`src/rtl/hmul_pkg.sv`:
```
package hmul_pkg;

  // Operand lane indices used to index packed per-operand arrays.
  typedef enum logic [0:0] {
    LANE_A = 1'b0,
    LANE_B = 1'b1
  } hmul_lane_e;

  // Per-operand interpretation controls.
  typedef struct packed {
    logic take_high;
    logic is_signed;
  } hmul_ctl_t;

endpackage

```
`src/rtl/hmul_operand.sv`:
```
module hmul_operand #(
  parameter int HALF_W = 16,
  localparam int WORD_W = 2 * HALF_W,
  localparam int EXT_W  = HALF_W + 1
) (
  input  logic [WORD_W-1:0] word,
  input  hmul_pkg::hmul_ctl_t ctl,
  output logic [HALF_W-1:0] half,
  output logic [EXT_W-1:0]  wide
);

  // Pick the low or high halfword of a packed word.
  function automatic logic [HALF_W-1:0] pick_half(input logic [WORD_W-1:0] w,
                                                 input logic hi);
    return hi ? w[WORD_W-1:HALF_W] : w[HALF_W-1:0];
  endfunction

  // Widen by one bit: copy the top bit only when the value is signed.
  function automatic logic [EXT_W-1:0] widen(input logic [HALF_W-1:0] h,
                                             input logic sgn);
    return {sgn & h[HALF_W-1], h};
  endfunction

  always_comb begin
    half = pick_half(word, ctl.take_high);
    wide = widen(half, ctl.is_signed);
  end

endmodule

```
`src/rtl/hmul_mult.sv`:
```
module hmul_mult #(
  parameter int HALF_W = 16,
  localparam int EXT_W  = HALF_W + 1,
  localparam int FULL_W = 2 * EXT_W,
  localparam int PROD_W = 2 * HALF_W
) (
  input  logic [EXT_W-1:0]  wide_a,
  input  logic [EXT_W-1:0]  wide_b,
  output logic [PROD_W-1:0] prod
);

  // A signed multiply of the widened operands covers all four signedness
  // combinations; the exact result always fits in the low PROD_W bits.
  function automatic logic [PROD_W-1:0] mul_wide(input logic [EXT_W-1:0] x,
                                                 input logic [EXT_W-1:0] y);
    logic signed [FULL_W-1:0] full;
    full = FULL_W'($signed(x)) * FULL_W'($signed(y));
    return full[PROD_W-1:0];
  endfunction

  assign prod = mul_wide(wide_a, wide_b);

endmodule

```
`src/rtl/hmul_unit.sv`:
```
module hmul_unit #(
  parameter int HALF_W = 16,
  localparam int WORD_W = 2 * HALF_W,
  localparam int EXT_W  = HALF_W + 1,
  localparam int PROD_W = 2 * HALF_W,
  localparam int NLANE  = 2
) (
  input  logic              clk,
  input  logic              rst_n,
  input  logic              in_valid,
  input  logic [WORD_W-1:0] op_a,
  input  logic [WORD_W-1:0] op_b,
  input  logic              a_high,
  input  logic              b_high,
  input  logic              a_signed,
  input  logic              b_signed,
  output logic              out_valid,
  output logic [PROD_W-1:0] product
);
  import hmul_pkg::*;

  logic [NLANE-1:0][WORD_W-1:0] lane_word;
  hmul_ctl_t [NLANE-1:0]        lane_ctl;
  logic [NLANE-1:0][HALF_W-1:0] lane_half;
  logic [NLANE-1:0][EXT_W-1:0]  lane_wide;
  logic [PROD_W-1:0]            prod_next;
  logic                         load_en;

  assign lane_word[LANE_A] = op_a;
  assign lane_word[LANE_B] = op_b;
  assign lane_ctl[LANE_A]  = '{take_high: a_high, is_signed: a_signed};
  assign lane_ctl[LANE_B]  = '{take_high: b_high, is_signed: b_signed};

  generate
    for (genvar i = 0; i < NLANE; i++) begin : g_lane
      hmul_operand #(.HALF_W(HALF_W)) u_opnd (
        .word (lane_word[i]),
        .ctl  (lane_ctl[i]),
        .half (lane_half[i]),
        .wide (lane_wide[i])
      );
    end
  endgenerate

  hmul_mult #(.HALF_W(HALF_W)) u_mult (
    .wide_a (lane_wide[LANE_A]),
    .wide_b (lane_wide[LANE_B]),
    .prod   (prod_next)
  );

  assign load_en = in_valid;

  always_ff @(posedge clk or negedge rst_n) begin
    if (!rst_n) begin
      out_valid <= 1'b0;
      product   <= '0;
    end else begin
      out_valid <= in_valid;
      if (load_en) product <= prod_next;
    end
  end

  // Named events for the checks below.
  wire sel_a_zero = (lane_half[LANE_A] == '0);
  wire sel_b_zero = (lane_half[LANE_B] == '0);
  wire both_min   = (lane_half[LANE_A] == {1'b1, {(HALF_W-1){1'b0}}}) &&
                    (lane_half[LANE_B] == {1'b1, {(HALF_W-1){1'b0}}});
  wire sgn_sgn    = a_signed && b_signed;
  wire uns_uns    = !a_signed && !b_signed;
  wire sgn_uns    = a_signed && !b_signed;

  assert_valid_follow_R2: assert property (@(posedge clk) disable iff (!rst_n)
    out_valid == $past(in_valid) || $past(!rst_n));

  assert_hold_idle_R8: assert property (@(posedge clk) disable iff (!rst_n)
    !in_valid |=> $stable(product));

  assert_sign_both_R5: assert property (@(posedge clk) disable iff (!rst_n)
    (in_valid && sgn_sgn && !sel_a_zero && !sel_b_zero) |=>
      product[PROD_W-1] == $past(lane_half[LANE_A][HALF_W-1] ^ lane_half[LANE_B][HALF_W-1]));

  assert_sign_mixed_R6: assert property (@(posedge clk) disable iff (!rst_n)
    (in_valid && sgn_uns && !sel_a_zero && !sel_b_zero) |=>
      product[PROD_W-1] == $past(lane_half[LANE_A][HALF_W-1]));

  assert_unsigned_zero_R4: assert property (@(posedge clk) disable iff (!rst_n)
    (in_valid && uns_uns && (sel_a_zero || sel_b_zero)) |=> product == '0);

  assert_no_overflow_R7: assert property (@(posedge clk) disable iff (!rst_n)
    (in_valid && sgn_sgn && both_min) |=>
      product == {2'b01, {(PROD_W-2){1'b0}}});

endmodule

```
`config.mk`:
```
export PLATFORM = sky130hd
export DESIGN_NAME = hmul_unit
export DESIGN_NICKNAME = d
export VERILOG_FILES = /design/src/rtl/hmul_pkg.sv /design/src/rtl/hmul_operand.sv /design/src/rtl/hmul_mult.sv /design/src/rtl/hmul_unit.sv
export SDC_FILE = /design/constraint.sdc
export NUM_CORES = 1
export LEC_CHECK = 0
export BUFFER_PORTS_ARGS = -buffer_cell sky130_fd_sc_hd__buf_2
export CAP_MARGIN = 15
export CORE_UTILIZATION = 50
export DETAILED_ROUTE_END_ITERATION = 16
export PLACE_DENSITY = 0.66
export SKIP_LAST_GASP = 1
export SLEW_MARGIN = 20
export SYNTH_ARGS = -nofsm -noshare
export SYNTH_HDL_FRONTEND = slang
export SYNTH_HIERARCHICAL = 1
export SYNTH_SLANG_ARGS = --single-unit
```
`constraint.sdc`:
```
create_clock -name clk -period 0.9 [get_ports clk]
set_clock_uncertainty 0.05 [all_clocks]
set_input_delay 0.18 -clock clk [delete_from_list [all_inputs] [get_ports clk]]
set_output_delay 0.18 -clock clk [all_outputs]
set_load 0.02 [all_outputs]
```
### After elaboration in Yosys (flattened, before gate mapping)

Cells that the tools add are included.

| word-level totals | value |
|---|---|
| bits in registers | 33 |
| latch bits | 0 |
| bits in writable memories | 0 |
| bits in read-only memories | 0 |
| input port bits | 71 |
| output and inout bits | 33 |
| word-level logic and storage cells | 7 |
| memories kept | 0 |

| cells by class | value |
|---|---|
| add/sub/neg operators | 0 |
| multipliers | 1 |
| div/mod/pow operators | 0 |
| magnitude comparators | 0 |
| equality and inequality tests | 0 |
| shift operators | 0 |
| mux-type cells | 2 |
| bitwise operators | 2 |
| reductions and logical operators | 0 |

Operators with widths:

| kind | count |
|---|---|
| $mul 17x17->32 | 1 |
| $mux 16 | 2 |
| $and 1x1->1 | 2 |

### Depth between registers and ports, before layout

| logic depth | value |
|---|---|
| depth after elaboration | 3 |
| gate-level depth with buffers | 29 |
| mapped depth without buffers | 24 |

### Cells and area by module

Netlist, hierarchy kept.

Modules (own cells, without submodules):

| module | times used | cells each | area an instance (sq um) | sequential area each (sq um) |
|---|---|---|---|---|
| hmul_mult | 1 | 1143 | 10500.1 | 0.0 |
| hmul_unit | 1 | 69 | 1370.1 | 825.8 |
| hmul_operand | 2 | 35 | 339.1 | 0.0 |

### Worst setup path after synthesis

No wires, ideal clock.

| timing | value |
|---|---|
| path kind | input -> register |
| start point | input b_high |
| end point | register product[31] |
| setup time | 0.125 ns |
| arrival | 6.227 ns |
| required time | 0.725 ns |
| path slack | -5.502 ns |
| cell stages on the path | 22 |
| buffers on the path | 4 |
| path through | buf_6 -> buf_8 -> mux2_2 -> buf_4 -> clkbuf_1 -> nand2_1 -> inv_1 -> fa_1 -> fa_1 -> fa_1 -> fa_1 -> fa_1 -> fa_1 -> ha_1 -> a21o_1 -> a21o_1 -> a21o_1 -> o21a_1 -> a311oi_2 -> o21ai_1 -> xnor2_1 -> mux2_2 |

RTL lines:

| what | line | RTL |
|---|---|---|
| start: declaration | hmul_unit.sv:14 | `input logic b_high,` |
| end signal: assignment | hmul_unit.sv:59 | `if (load_en) product <= prod_next;` |
| end: declaration | hmul_unit.sv:18 | `output logic [PROD_W-1:0] product` |

==> flow_metrics.env <==
export IMPL_setup_worst_path_start="b_high"
export IMPL_netlist_instances=1282
export IMPL_clock_path_buffers=2
export IMPL_grtUsageMet1=0.285
export IMPL_r2r_start="product[5]$_DFFE_PN0P_"
export IMPL_fin_crit_sh=6.59
export IMPL_grt_ovfl_total=0
export IMPL_die_area_um2=25700
export IMPL_dp_hpwl_mm=25.7
export IMPL_ys_flop_type="dfrtp_1"
export IMPL_fmax_mhz=168
export IMPL_final_common_cell="inv_1"
export IMPL_num_rows=57
export IMPL_ant_nets=0
export IMPL_busiest_layer="met2"
export IMPL_crit_end="product[27]$_DFFE_PN0P_"
export IMPL_vias=9462
export IMPL_start_util=0.513
export IMPL_globalRouteTotalUtil=0.268
export IMPL_rsz0062_at_grt="true"
export IMPL_setup_ws_ns=-5.03
export IMPL_status="finished with violations"
export IMPL_r2r_slack_ns=-0.08
export IMPL_cts_buffers=5
export IMPL_worstPathArrival_ns=6.05
export IMPL_drc=0
export IMPL_path_class="primary input to flip-flop"
export IMPL_synthDistinctLibCells=55
export IMPL_grt_use_met2=0.527
export IMPL_num_io_pins=104
export IMPL_design_area_um2=16500
export IMPL_hold_path_class="primary input to flip-flop"
export IMPL_timing_rr_end="product[5]$_DFFE_PN0P_"
export IMPL_worst_pin_slew_ns=0.439
export IMPL_ys_async_sr_fraction=1.00
export IMPL_dp_cells=1800
export IMPL_seq_area_frac_synth=0.0658
export IMPL_layout_cells_non_filler=1883
export IMPL_fin_util=0.676
export IMPL_h_tree_depth=2
export IMPL_die_h_um=160
export IMPL_worstSkewPairLatency_ns=0.28
export IMPL_path_clk_slew_ns=0.06
export IMPL_syn_to_final_growth_pct=31.9
export IMPL_die_width_um=160
export IMPL_first_iter_violations=349
export IMPL_maxCapViolCount=0
export IMPL_nNetsFinal=1993
export IMPL_grt_max_degree=34
export IMPL_avgViaCountPerCell=5.02
export IMPL_met3_usage=0.0232
export IMPL_violations="negative setup slack"
export IMPL_grt_first_pass_wirelength_mm=53.5
export IMPL_final_cell_mix="inv_1, fa_1, buf_4, nand2_1, and2_1"
export IMPL_ys_warnings_count=6
export IMPL_min_path_cells=1
export IMPL_dpl_cell_area_um2=14700
export IMPL_dr_pass1_iters=5
export IMPL_routedWlPerCell_um=17.3
export IMPL_cts_tree="yes"
export IMPL_core_area_um2=24500
export IMPL_syn_nets=1717
export IMPL_antenna_found_initial=0
export IMPL_syn_avg_cell_area_um2=9.79
export IMPL_min_period_ns=5.93
export IMPL_start_kind="primary input"
export IMPL_portBuffers=103
export IMPL_slew_headroom=0.707
export IMPL_clockRootBuffer="clkbuf_16"
export IMPL_hold_viol=0
export IMPL_diodes=0
export IMPL_cts_sinks=33
export IMPL_slew_violations=0
export IMPL_wl_mm=32.6
export IMPL_cp_data_required_time_ns=1.02
export IMPL_worstRegToRegCells=2
export IMPL_synth_seq_cells=33
export IMPL_gp_congestion=0.871
export IMPL_setup_viol=65
export IMPL_crit_path_max_fanout=8
export IMPL_synth_edf_count=0
export IMPL_critPathCaptureType="flip-flop"
export IMPL_grt_pass1_vias=10900
export IMPL_timing_hold_ws_ns=0.0344
export IMPL_drive_above_1_share=0.383
export IMPL_syn_area_um2=12500
## worst min-delay path by stage
| stage | to | startpoint |
|---|---|---|
| 2_1_floorplan | out_valid$_DFF_PN0_ | rst_n |
| 3_3_place_gp | product[6]$_DFFE_PN0P_ | rst_n |
| 3_5_place_dp | product[2]$_DFFE_PN0P_ | rst_n |
| 4_1_cts | out_valid$_DFF_PN0_ | in_valid |
| 5_1_grt | out_valid$_DFF_PN0_ | in_valid |
| 6_report | out_valid$_DFF_PN0_ | in_valid |
## worst max-delay path: stages
cell	delay (ns)
buf_8	0.11
buf_12	0.14
mux2_4	0.35
buf_6	0.15
and2_4	0.16
fa_1	0.54
inv_1	0.05
fa_2	0.53
fa_2	0.43
inv_2	0.07
fa_1	0.41
fa_1	0.50
inv_2	0.04
fa_1	0.48
inv_2	0.05
ha_4	0.27
nand4_1	0.13
nor3_4	0.24
nand3_2	0.13
o211ai_4	0.24
nor2b_4	0.18
o21a_1	0.14
a31oi_1	0.11
xnor2_1	0.16
mux2_4	0.26
## cell type report
cell class | instances | area, um^2
inverter | 305 | 1150
timing repair buffer | 340 | 2910
tap | 324 | 405
sequential | 33 | 826
multi-input combinational | 873 | 11100
clock inverter | 1 | 30.0
fill | 1867 | 7920
clock buffer | 7 | 143
## cell usage after synthesis (all sizes together), types with 3 or more instances
cell type	number	share of area
inv	305	0.091
mux2	64	0.067
o21a	3	0.0018
a21o	8	0.0050
buf	41	0.029
a31oi	3	0.0020
dfrtp	33	0.066
o211ai	3	0.0026
nor2	29	0.0089
and2	146	0.073
nand2	136	0.041
fa	282	0.45
o21ai	12	0.0054
nand2b	12	0.0066
clkbuf	33	0.0099
a21oi	18	0.0090
ha	82	0.082
xnor2	33	0.023
xor2	9	0.0063
nor3	3	0.0012
nand3	4	0.0016
## cell families (layout without fill, tap and decap cells)
group / Yosys count / in the layout / share of synthesized area
simple gates: 339 / 339 / 0.138
fa+ha+maj: 364 / 364 / 0.532
compound gates: 61 / 61 / 0.0382
xor+xnor: 42 / 42 / 0.0293
flops: 33 / 33 / 0.0658
mux: 64 / 67 / 0.0670
buf+inv: 379 / 653 / 0.131
## registers in the layout, summed over array words and instances (netlist names)
name and cells:
product 32, out_valid 1
## layer usage
layer,share of wire,up-vias
li1,-,4292
met1,0.36,4878
met2,0.57,195
met3,0.022,97
met4,0.054,0
met5,0,-
## metrics by stage
stage,setup WS [ns],TNS (ns)
finish,-5.03,-134.32
global route,-5.27,-139.60
CTS,-4.95,-132.83
detailed placement,-5.48,-141.57
global placement,-5.33,-139.61
floorplan,-5.18,-129.02
## repair_timing
| item | 4_1_cts | 5_1_grt |
|---|---|---|
| endpoints found under the setup margin | 65 | 65 |
| resized for setup | 175 | 89 |
| gates cloned | 5 | 0 |
| hold buffers | 1 | 0 |
| buffers inserted | 48 | 23 |
| pin swaps | 84 | 67 |
| hold endpoints to repair | 33 | 0 |
Power is left out: the tool's default activity adds up to more than one toggle a clock period on the data nets, which glitch-free logic cannot reach.
